**src/rtl/thr_pkg.sv**
```systemverilog
// Package: shared widths and state encoding for the threshold alarm controller.
// Assumes: operand width is at least 6 bits so the limits fit.
package thr_pkg;
    localparam int unsigned OPND_W = 8;
    localparam int unsigned SUM_W  = OPND_W + 1;

    typedef enum logic {
        ST_RUN   = 1'b0,
        ST_ALARM = 1'b1
    } thr_state_e;

    typedef enum logic {
        CMP_ABOVE = 1'b0,
        CMP_BELOW = 1'b1
    } thr_cmp_e;
endpackage

```
**src/rtl/thr_compare.sv**
```systemverilog
// Module: strict unsigned comparison of one operand against a fixed limit.
// MODE picks "above the limit" or "below the limit"; equality never hits.
// Assumes: LIMIT fits in W bits.
module thr_compare
    import thr_pkg::*;
#(
    parameter int unsigned W     = OPND_W,
    parameter int unsigned LIMIT = 0,
    parameter thr_cmp_e    MODE  = CMP_ABOVE
) (
    input  logic [W-1:0] value_i,
    output logic         hit_o
);
    localparam logic [W-1:0] LIM = W'(LIMIT);

    generate
        if (MODE == CMP_ABOVE) begin : g_above
            // strict greater-than test
            always_comb hit_o = (value_i > LIM);
        end else begin : g_below
            // strict less-than test
            always_comb hit_o = (value_i < LIM);
        end
    endgenerate
endmodule

```
**src/rtl/thr_state_reg.sv**
```systemverilog
// Module: state register and registered control lines.
// Takes the combinational alarm decision and latches it each edge.
// Assumes: synchronous active-low reset returns to running.
module thr_state_reg
    import thr_pkg::*;
(
    input  logic       clk,
    input  logic       rst_n,
    input  logic       alarm_req_i,
    output thr_state_e state_o,
    output logic       ctl_x_o,
    output logic       ctl_y_o
);
    thr_state_e next_state;

    // next state: alarm only while the request holds this cycle
    always_comb next_state = alarm_req_i ? ST_ALARM : ST_RUN;

    // state and control flops; control lines are low only in alarm
    always_ff @(posedge clk) begin
        if (!rst_n) begin
            state_o <= ST_RUN;
            ctl_x_o <= 1'b1;
            ctl_y_o <= 1'b1;
        end else begin
            state_o <= next_state;
            ctl_x_o <= (next_state == ST_RUN);
            ctl_y_o <= (next_state == ST_RUN);
        end
    end
endmodule

```
**src/rtl/thr_sum_reg.sv**
```systemverilog
// Module: carry-preserving adder and data register.
// Loads on an alarm edge, otherwise holds.
// Assumes: SW is OW + 1 so no carry is lost.
module thr_sum_reg #(
    parameter int unsigned OW = 8,
    parameter int unsigned SW = OW + 1
) (
    input  logic          clk,
    input  logic          rst_n,
    input  logic          load_i,
    input  logic [OW-1:0] opa_i,
    input  logic [OW-1:0] opb_i,
    output logic [SW-1:0] sum_o
);
    logic [SW-1:0] sum_next;

    // widen both operands before adding so the carry lands in the top bit
    always_comb sum_next = SW'(opa_i) + SW'(opb_i);

    // data register: clear on reset, load on alarm, hold otherwise
    always_ff @(posedge clk) begin
        if (!rst_n) begin
            sum_o <= '0;
        end else if (load_i) begin
            sum_o <= sum_next;
        end
    end
endmodule

```
**src/rtl/thr_alarm_fsm.sv**
```systemverilog
// Module: top of the threshold alarm controller.
// Combines two strict comparators into one alarm decision, registers the
// state and control lines, and captures the sum while alarm is entered.
// Assumes: inputs are synchronous to clk.
module thr_alarm_fsm
    import thr_pkg::*;
#(
    parameter int unsigned HI_LIMIT = 37,
    parameter int unsigned LO_LIMIT = 7
) (
    input  logic              clk,
    input  logic              rst_n,
    input  logic [OPND_W-1:0] a_in,
    input  logic [OPND_W-1:0] b_in,
    input  logic [OPND_W-1:0] c_in,
    output logic              alarm_o,
    output logic              ctl_x_o,
    output logic              ctl_y_o,
    output logic [SUM_W-1:0]  sum_o
);
    logic       a_high;
    logic       c_low;
    logic       alarm_req;
    thr_state_e state;

    thr_compare #(.W(OPND_W), .LIMIT(HI_LIMIT), .MODE(CMP_ABOVE)) u_cmp_a (
        .value_i (a_in),
        .hit_o   (a_high)
    );

    thr_compare #(.W(OPND_W), .LIMIT(LO_LIMIT), .MODE(CMP_BELOW)) u_cmp_c (
        .value_i (c_in),
        .hit_o   (c_low)
    );

    // both sides of the window must hold in the same cycle
    always_comb alarm_req = a_high & c_low;

    thr_state_reg u_state (
        .clk         (clk),
        .rst_n       (rst_n),
        .alarm_req_i (alarm_req),
        .state_o     (state),
        .ctl_x_o     (ctl_x_o),
        .ctl_y_o     (ctl_y_o)
    );

    thr_sum_reg #(.OW(OPND_W), .SW(SUM_W)) u_sum (
        .clk    (clk),
        .rst_n  (rst_n),
        .load_i (alarm_req),
        .opa_i  (a_in),
        .opb_i  (b_in),
        .sum_o  (sum_o)
    );

    // state indicator
    always_comb alarm_o = (state == ST_ALARM);
endmodule

```
**config.mk**
```make
export PLATFORM = sky130hd
export DESIGN_NAME = thr_alarm_fsm
export DESIGN_NICKNAME = d
export VERILOG_FILES = /design/src/rtl/thr_pkg.sv /design/src/rtl/thr_compare.sv /design/src/rtl/thr_state_reg.sv /design/src/rtl/thr_sum_reg.sv /design/src/rtl/thr_alarm_fsm.sv
export SDC_FILE = /design/constraint.sdc
export NUM_CORES = 1
export LEC_CHECK = 0
export BUFFER_PORTS_ARGS = -buffer_cell sky130_fd_sc_hd__buf_2
export CORE_MARGIN = 10
export CORE_UTILIZATION = 47
export DETAILED_ROUTE_END_ITERATION = 6
export PLACE_DENSITY = 0.86
export SYNTH_ARGS = -nofsm -noshare
export SYNTH_HDL_FRONTEND = slang
export SYNTH_HIERARCHICAL = 1
export SYNTH_SLANG_ARGS = --single-unit
```
**constraint.sdc**
```tcl
create_clock -name clk -period 3.3 [get_ports clk]
set_input_delay 0.165 -clock clk [delete_from_list [all_inputs] [get_ports clk]]
set_output_delay 0.165 -clock clk [all_outputs]
set_load 0.05 [all_outputs]
```
==> results of run 1 <==
-- sequential cells by signal (all words and copies together), names as in the netlist --
register         count
u_sum/sum_o          9
u_state/state_o      1
u_state/ctl_y_o      1
-- worst paths after layout --
| check | start | endpoint | slack [ps] | cells after the start |
|---|---|---|---|---|
| max | c_in[7] | u_sum/sum_o[7] | 1370 | 7 |
| min | rst_n | u_state/ctl_y_o | 200 | 2 |
| max reg2reg | u_sum/sum_o[8] | u_sum/sum_o[8] | 2490 | 2 |
| min reg2reg | u_sum/sum_o[2] | u_sum/sum_o[2] | 490 | 1 |
-- per-layer routing --
metal,up-vias,global-route usage (%),share of wire [%]
met5,-,0,0
met4,0,8.33,2.9
met3,6,3.18,4.2
met2,21,23.2,59
met1,366,10.8,33
li1,386,-,-
-- power by group --
group	switching (mW)	internal, mW	total (mW)
clock network	0.0414	0.0468	0.0881
registers	0.000812	0.135	0.135
logic	0.0469	0.0371	0.0841
-- layout make-up --
type,instances,area [µm²]
clock buffers,4,26.3
fillers,139,541
inverters,2,7.51
multi-input cells,64,507
flip-flops and latches,11,220
well taps,16,20.0
repair buffers,37,185
-- cells by family (layout without fill, tap and decap cells) --
group	count (synthesis)	count (layout)	synth area share, %
XOR/XNOR	1	1	1.16
AND/OR/NAND/NOR	24	24	18.4
adder cells (fa/ha/maj)	9	9	15.9
multiplexers	2	2	2.65
flip-flops	11	11	29.2
buffers and inverters	6	43	3.65
AO/OA/AOI/OAI	28	28	29.0
-- Yosys cell counts, drive strengths merged (2+ instances only) --
cell type  instances  area (µm²)
nand3b             3        22.5
buf                2        12.5
nand3              4        20.0
o21a               2        15.0
ha                 8         100
o31a               2        17.5
a211o              2        17.5
a21oi              4        20.0
a21o               3        23.8
o21ai              2        10.0
a211oi             3        27.5
nand2b             2        12.5
dfxtp             11         220
inv                2        7.51
clkbuf             2        7.51
nand2              4        15.0
mux2i              2        20.0
and2               2        12.5
nor2b              3        18.8
o2111ai            2        17.5
-- through the flow --
stage	setup WS (ps)	hold WS (ps)
final	1370	203
after global routing	1180	215
after CTS	1360	196
after detailed placement	1080	471
after global placement	1190	461
after floorplan	1450	234
==> summary.txt, run 1 <==
Outcome
  – Outcome: completed

Clock network
  – # hold bufs at CTS: 0
  – H-tree Lvls: 1
  – Clock transition at path regs: 60 ps
  – Setup bufs post-CTS: 0
  – TritonCTS buffer count: 3
  – Root buffer cell: clkbuf_4
  – Clock Sinks: 11
  – Clock buffer depth: 2
  – PostCTS Resize Cnt: 0
  – Clk_lat worst skew: 260 ps
  – CTS tree: yes

Place
  – # port buffers: 37
  – Final GP Congestion: 0.828
  – DP Area: 940 µm²
  – Placed cells: 130

Pwr
  – Peak supply drop: 0.000277 V
  – Leakage dissipation: 0.460 nW
  – P per Cell Area: 318 mW/mm²
  – Total power: 308 µW

Yosys
  – Post-synth top flop: dfxtp_1
  – Post-Synthesis Cell Area: 754 µm²
  – Async S/R FF share, synth: 0%
  – Synth Warn #: 6
  – Seq/Total Area, Yosys: 29.2%
  – Count of flip-flops with a built-in enable after synthesis: 0
  – Unique cell type count in the Yosys netlist: 39
  – Cells after synthesis: 81
  – Synth Register Bits: 11
  – Synthesized area per cell: 9.31 µm²
  – Syn_nets: 116

Timing
  – Fmax: 0.517 GHz
  – TNS Setup: 0 ps
  – Clock skew: 0 ps
  – Setup Viol. Count Final: 0
  – Slew margin rel.: 58.6%
  – Max-slew violations: 0
  – Worst-Margin Slew: 621 ps
  – Unrepaired setup endpoints after global routing: false
  – Crit path time final: 1930 ps
  – Final period util: 58.6%
  – Hold Vio Cnt, Final: 0

Setup path
  – Critical Path AT: 2140 ps
  – Startpoint types: input port
  – Critical Path RT: 3510 ps
  – CP endpoint kind: flop
  – Critical Path Most Common Cell: nand3_1
  – Worst Path Buf+Inv: 1
  – CP cell instances: buf_2, or4_1, a311oi_1, and2_1, nand3_1, or3_1, nand3_1
  – Kind of cell adding the most delay to the critical path: simple AND/OR/NAND/NOR gates
  – Setup CP Type: in -> reg
  – Slowest cell delay on critical path: 560 ps
  – Max FO, Critical Path: 20
  – Critical path's slowest cell: and2_1

GRT
  – Gr usage total: 12.2%
  – Initial antenna violation count: 0
  – First-pass GRT wire length: 3440 µm
  – Largest net degree at the start of global routing: 21
  – Overflow after GRT: 0
  – Number of global-route vias before repair: 822

Cells and area
  – Final-stage net count: 154
  – Post-route design area: 966 µm²
  – Commonest cells after routing, fill and taps aside: buf_2, dfxtp_1, ha_1
  – Syn-to-layout area delta: 28.0%
  – Ant diodes: 0
  – Share of post-route cells with drive strength above 1: 36.4%
  – Most common cell after layout, fill and taps aside: buf_2
  – Non-filler cells, final: 134
  – Final core utilization: 64.1%

Route
  – Detailed Route WL: 2150 µm
  – Vias per Instance: 5.81
  – ANT nets after route: 0
  – Vias after detailed routing: 779
  – Routed len/inst: 16.0 µm
  – DR DRC count: 0
  – Initial drt markers: 14
  – Pre-antenna DRT Iters: 4

Floorplanning
  – Initial Util: 50.1%
  – Die X: 60.1 µm
  – Site Rows: 14
  – Area of the die: 0.00361 mm²
  – Core box area: 0.00151 mm²
  – Io pins: 38
  – Chip height: 60.1 µm

Flow run
  – MaxCap Viol Count: 0

Min path
  – HP Class: in -> reg
(Power assumes the default switching activity.)
==> inputs of run 2 (changes only) <==
--- a/config.mk
+++ b/config.mk
@@ -7,9 +7,9 @@
 export LEC_CHECK = 0
 export BUFFER_PORTS_ARGS = -buffer_cell sky130_fd_sc_hd__buf_2
 export CORE_MARGIN = 10
-export CORE_UTILIZATION = 47
+export CORE_UTILIZATION = 40
 export DETAILED_ROUTE_END_ITERATION = 6
-export PLACE_DENSITY = 0.86
+export PLACE_DENSITY = 0.78
 export SYNTH_ARGS = -nofsm -noshare
 export SYNTH_HDL_FRONTEND = slang
 export SYNTH_HIERARCHICAL = 1
==> constraint.sdc (replaced) <==
create_clock -name clk -period 1.76 [get_ports clk]
set_input_delay 0.088 -clock clk [delete_from_list [all_inputs] [get_ports clk]]
set_output_delay 0.088 -clock clk [all_outputs]
set_load 0.05 [all_outputs]
==> run 2 against run 1 <==
Net effect:
- clock power rose by 100%
- non-clock buffer count is 4 higher
- register-to-register slack got worse by 1500 ps
- cell count up 9.7%
- clock skew did not move
- sequential power up 87%
- design area increased by 4.3%
- sequential cell count unchanged
- sequential share of layout area down 0.93 points
- clock-buffer cell count did not move
- routed wire length up 0.23%
- critical endpoint is now u_sum/sum_o[8]
- largest power group unchanged
==> summary.txt, run 2 (same netlist as run 1, synthesis figures left out) <==
Route
  – Pre-antenna DRT Iters: 4
  – Vias after detailed routing: 805
  – ANT nets after route: 0
  – Initial drt markers: 17
  – Routed len/inst: 14.6 µm
  – Detailed Route WL: 2150 µm
  – Vias per Instance: 5.48
  – DR DRC count: 0

GRT
  – Gr usage total: 10.6%
  – First-pass GRT wire length: 3560 µm
  – Largest net degree at the start of global routing: 17
  – Initial antenna violation count: 0
  – Overflow after GRT: 0
  – Number of global-route vias before repair: 805

Setup path
  – Startpoint types: input port
  – Worst Reg2Reg Path Length in Cells: 2
  – CP cell instances: buf_2, ha_1, fa_1, a211oi_2, nor2_1, o31a_1, o31a_1
  – Critical Path Most Common Cell: o31a_1
  – Critical path's slowest cell: fa_1
  – Setup CP Type: in -> reg
  – CP endpoint kind: flop
  – Reg2reg start: u_sum/sum_o[8]
  – Critical Path RT: 1920 ps
  – Slowest cell delay on critical path: 450 ps
  – Worst r2r dst: u_sum/sum_o[8]
  – Critical Path AT: 1790 ps
  – Flop2flop setup slack: 960 ps
  – Max FO, Critical Path: 3

Timing
  – Setup Viol. Count Final: 0
  – Final period util: 92.2%
  – Clock skew: 0 ps
  – Unrepaired setup endpoints after global routing: false
  – Worst-Margin Slew: 334 ps
  – Hold Vio Cnt, Final: 0
  – Max-slew violations: 0
  – Slew margin rel.: 77.5%
  – Crit path time final: 1620 ps
  – Fmax: 0.616 GHz

Place
  – Placed wire-length estimate: 1800 µm
  – # port buffers: 37
  – Final GP Congestion: 0.871
  – DP Area: 981 µm²

Min path
  – HP Class: in -> reg
  – Min-Delay Endpoint: u_state/ctl_y_o
  – Hold depth: 2
  – Hold Crit Start: rst_n

Floorplanning
  – Area of the die: 0.00402 mm²
  – Site Rows: 15
  – Die X: 63.4 µm
  – Initial Util: 42.8%
  – Core box area: 0.00176 mm²
  – Chip height: 63.4 µm
  – Io pins: 38

Clock network
  – TritonCTS buffer count: 3
  – PostCTS Resize Cnt: 0
  – Root buffer cell: clkbuf_4
  – Clock buffer depth: 2
  – Clock transition at path regs: 80 ps
  – Clk_lat worst skew: 270 ps
  – CTS tree: yes
  – Setup bufs post-CTS: 0
  – H-tree Lvls: 1
  – Clock Sinks: 11
  – # hold bufs at CTS: 0

Pwr
  – Peak supply drop: 0.000331 V
  – P per Cell Area: 588 mW/mm²
  – Leakage dissipation: 0.482 nW

Cells and area
  – Commonest cells after routing, fill and taps aside: buf_2, dfxtp_1, ha_1
  – Max reg flops: 9
  – Register with the most flip-flops: u_sum/sum_o
  – Final-stage net count: 158
  – Syn-to-layout area delta: 33.5%
  – Post-route design area: 0.00101 mm²
  – Ant diodes: 0
  – Most common cell after layout, fill and taps aside: buf_2
  – Largest regs: u_sum/sum_o x9, u_state/ctl_y_o x1, u_state/state_o x1
  – Share of post-route cells with drive strength above 1: 38.5%
  – Final core utilization: 57.1%

Flow run
  – MaxCap Viol Count: 0

Outcome
  – Outcome: completed
[run 2: stage by stage]
step	hold WS (ps)	power, mW	cells	worst slack, ps	TNS (ps)
floorplan	157	0.360	81	58.8	0
global placement	393	0.410	143	-110	-384
detailed placement	402	0.416	143	-124	-417
CTS	117	0.596	147	163	0
global route	127	0.628	147	17.9	0
finish	119	0.592	147	137	0
[run 2: routing by layer]
| metal | share of wire [%] | global-route usage (%) |
|---|---|---|
| met5 | 0 | 0 |
| met4 | 2.0 | 5.19 |
| met1 | 36 | 9.75 |
| met2 | 55 | 20.2 |
| met3 | 6.7 | 3.53 |
[run 2: final cells by class]
class                   count  area [µm²]
well taps                  25        31.3
inverters                   2        7.51
multi-input cells          64         507
flip-flops and latches     11         220
fillers                   176         757
repair buffers             41         215
clock buffers               4        26.3
[run 2: where the power goes]
group | internal (mW) | leakage, nW | total, mW | switching (mW)
Clock | 0.0877 | 0.0150 | 0.179 | 0.0910
Sequential | 0.252 | 0.0888 | 0.253 | 0.00142
Combinational | 0.0711 | 0.378 | 0.160 | 0.0887
Total | 0.411 | 0.482 | 0.592 | 0.181
[run 2: worst max-delay path by stage]
| stage | endpoint | depth (start not counted) | from | slack (ps) |
|---|---|---|---|---|
| after floorplan | u_sum/sum_o[5] | 7 | c_in[7] | 60 |
| after global placement | u_sum/sum_o[4] | 7 | c_in[7] | -110 |
| after detailed placement | u_sum/sum_o[8] | 7 | a_in[0] | -120 |
| after CTS | u_sum/sum_o[8] | 7 | a_in[0] | 160 |
| after global routing | u_sum/sum_o[4] | 7 | c_in[7] | 20 |
| final | u_sum/sum_o[8] | 7 | a_in[0] | 140 |
[run 2: critical path, delay by kind of cell]
| family | cells | cell delay, ps |
|---|---|---|
| fa+ha+maj | 2 | 670 |
| compound gates | 3 | 840 |
| buf+inv | 1 | 100 |
| simple gates | 1 | 100 |
==> inputs of run 3 (changes only) <==
--- a/config.mk
+++ b/config.mk
@@ -9,7 +9,7 @@
 export CORE_MARGIN = 10
 export CORE_UTILIZATION = 40
 export DETAILED_ROUTE_END_ITERATION = 6
-export PLACE_DENSITY = 0.78
+export PLACE_DENSITY = 0.72
 export SYNTH_ARGS = -nofsm -noshare
 export SYNTH_HDL_FRONTEND = slang
 export SYNTH_HIERARCHICAL = 1
==> constraint.sdc (replaced) <==
create_clock -name clk -period 1.4 [get_ports clk]
set_input_delay 0.07 -clock clk [delete_from_list [all_inputs] [get_ports clk]]
set_output_delay 0.07 -clock clk [all_outputs]
set_load 0.05 [all_outputs]
==> run 3 against run 2 <==
Net effect:
- the run now ends with setup timing left
- design area is 18% higher
- register-to-register slack worse by 360 ps
- clock-buffer cell count stayed put
- clock power is 27% higher
- combinational power is 68% higher
- routed wire length is 18% higher
- sequential cell count stayed put
- clock skew stayed put
- cell count is 10% higher
- die area stayed put
- critical endpoint unchanged
- largest cell class unchanged
- largest power group unchanged
==> summary.txt, run 3 (same netlist as run 1, synthesis figures left out) <==
Route
  – Vias after detailed routing: 823
  – Pre-antenna DRT Iters: 4
  – Detailed Route WL: 2540 µm
  – ANT nets after route: 0
  – Initial drt markers: 29
  – DR DRC count: 0
  – Routed len/inst: 15.7 µm
  – Vias per Instance: 5.08

Clock network
  – Clock transition at path regs: 80 ps
  – Clock Sinks: 11
  – CTS tree: yes
  – Clock buffer depth: 2
  – H-tree Lvls: 1
  – Clk_lat worst skew: 270 ps
  – # hold bufs at CTS: 0
  – TritonCTS buffer count: 3
  – Root buffer cell: clkbuf_4

Setup path
  – Critical Path RT: 1560 ps
  – Max FO, Critical Path: 5
  – CP cell instances: buf_6, or4_4, a311oi_2, and2_4, nand2b_1, o221a_2, o31a_1
  – Slowest cell delay on critical path: 520 ps
  – CP endpoint kind: flop
  – Setup CP Type: in -> reg
  – Critical path's slowest cell: or4_4
  – Kind of cell adding the most delay to the critical path: simple AND/OR/NAND/NOR gates
  – Critical Path AT: 1610 ps
  – Startpoint types: input port
  – Worst Path Buf+Inv: 1

Pwr
  – Leakage dissipation: 0.569 nW
  – Total power: 815 µW
  – P per Cell Area: 687 mW/mm²
  – Peak supply drop: 0.000472 V

Cells and area
  – Max reg flops: 9
  – Share of post-route cells with drive strength above 1: 51.1%
  – Fillers: 157
  – Area taken by multi-input logic gates: 557 µm²
  – Most common cell after layout, fill and taps aside: buf_2
  – Register Area: 220 µm²
  – Syn-to-layout area delta: 57.0%
  – Commonest cells after routing, fill and taps aside: buf_2, buf_4, dfxtp_1, ha_1
  – Final-stage net count: 173
  – Post-route design area: 0.00118 mm²
  – Largest regs: u_sum/sum_o x9, u_state/ctl_y_o x1, u_state/state_o x1
  – Register with the most flip-flops: u_sum/sum_o
  – Ant diodes: 0

GRT
  – Number of global-route vias before repair: 863
  – Overflow after GRT: 0
  – Gr usage total: 11.4%
  – First-pass GRT wire length: 3750 µm
  – Largest net degree at the start of global routing: 17
  – Initial antenna violation count: 0

Floorplanning
  – Chip height: 63.4 µm
  – Core box area: 0.00176 mm²
  – Area of the die: 0.00402 mm²
  – Site Rows: 15
  – Initial Util: 42.8%
  – Die X: 63.4 µm
  – Io pins: 38

Outcome
  – Failing checks: setup timing
  – Outcome: finished with violations

Flow run
  – MaxCap Viol Count: 0

Timing
  – Slack of the critical path: -45.2 ps
  – Final period util: 103%
  – Hold Vio Cnt, Final: 0
  – Clock skew: 0 ps
  – Worst-Margin Slew: 335 ps
  – Max-slew violations: 0
  – Unrepaired setup endpoints after global routing: true
  – Fmax: 0.692 GHz
  – Setup Viol. Count Final: 3
  – Slew margin rel.: 77.7%
  – WHS: 111 ps
  – Crit path time final: 1450 ps

Place
  – Final GP Congestion: 0.808
  – Placed wire-length estimate: 1990 µm
  – DP Area: 0.00107 mm²
  – # port buffers: 37

Min path
  – HP Class: in -> reg
run 3: power breakdown:
group | leakage, nW | total, mW | internal, mW | switching, mW
sequential | 0.0888 | 0.319 | 0.317 | 0.00203
clock | 0.0150 | 0.227 | 0.110 | 0.117
combinational | 0.465 | 0.269 | 0.138 | 0.131
run 3: layer usage:
metal | GRT usage [%] | up-vias | wire length (µm)
li1 | - | 424 | -
met1 | 11.2 | 375 | 989
met2 | 21.2 | 20 | 1390
met4 | 4.10 | 0 | 32
met5 | 0 | - | 0
met3 | 3.89 | 4 | 127
run 3: worst paths after layout:
check,depth (start not counted),to,startpoint,slack [ps]
worst max-delay path,7,u_sum/sum_o[8],c_in[7],-50
worst min register to register,2,u_sum/sum_o[6],u_sum/sum_o[6],480
worst min-delay path,2,u_state/ctl_y_o,rst_n,110
worst max register to register,2,u_sum/sum_o[8],u_sum/sum_o[8],600
run 3: final cells by class:
cell class / instances / share of cell area, %
Inverter: 2 / 0.634
Tap cell: 25 / 2.64
Multi-Input combinational cell: 65 / 47.0
Sequential cell: 11 / 18.6
Clock buffer: 4 / 2.22
Timing Repair Buffer: 55 / 28.9
run 3: repair_timing:
action	CTS	global route
buffers inserted	1	2
gates cloned	0	1
pin swaps	6	2
setup endpoints to repair	9	9
hold endpoints to repair	0	0
gates resized for setup	5	9
run 3: per-stage QoR:
| stage | cells | setup WS [ps] | utilization [%] | setup TNS [ps] |
|---|---|---|---|---|
| final | 162 | -45.2 | 67.2 | -66.8 |
| after CTS | 159 | -34.8 | 63.8 | -88.1 |
| after global placement | 154 | -329 | 60.4 | -3020 |
| after global routing | 162 | -93.1 | 67.2 | -452 |
| after detailed placement | 154 | -421 | 60.4 | -3880 |
| after floorplan | 81 | -161 | - | -832 |
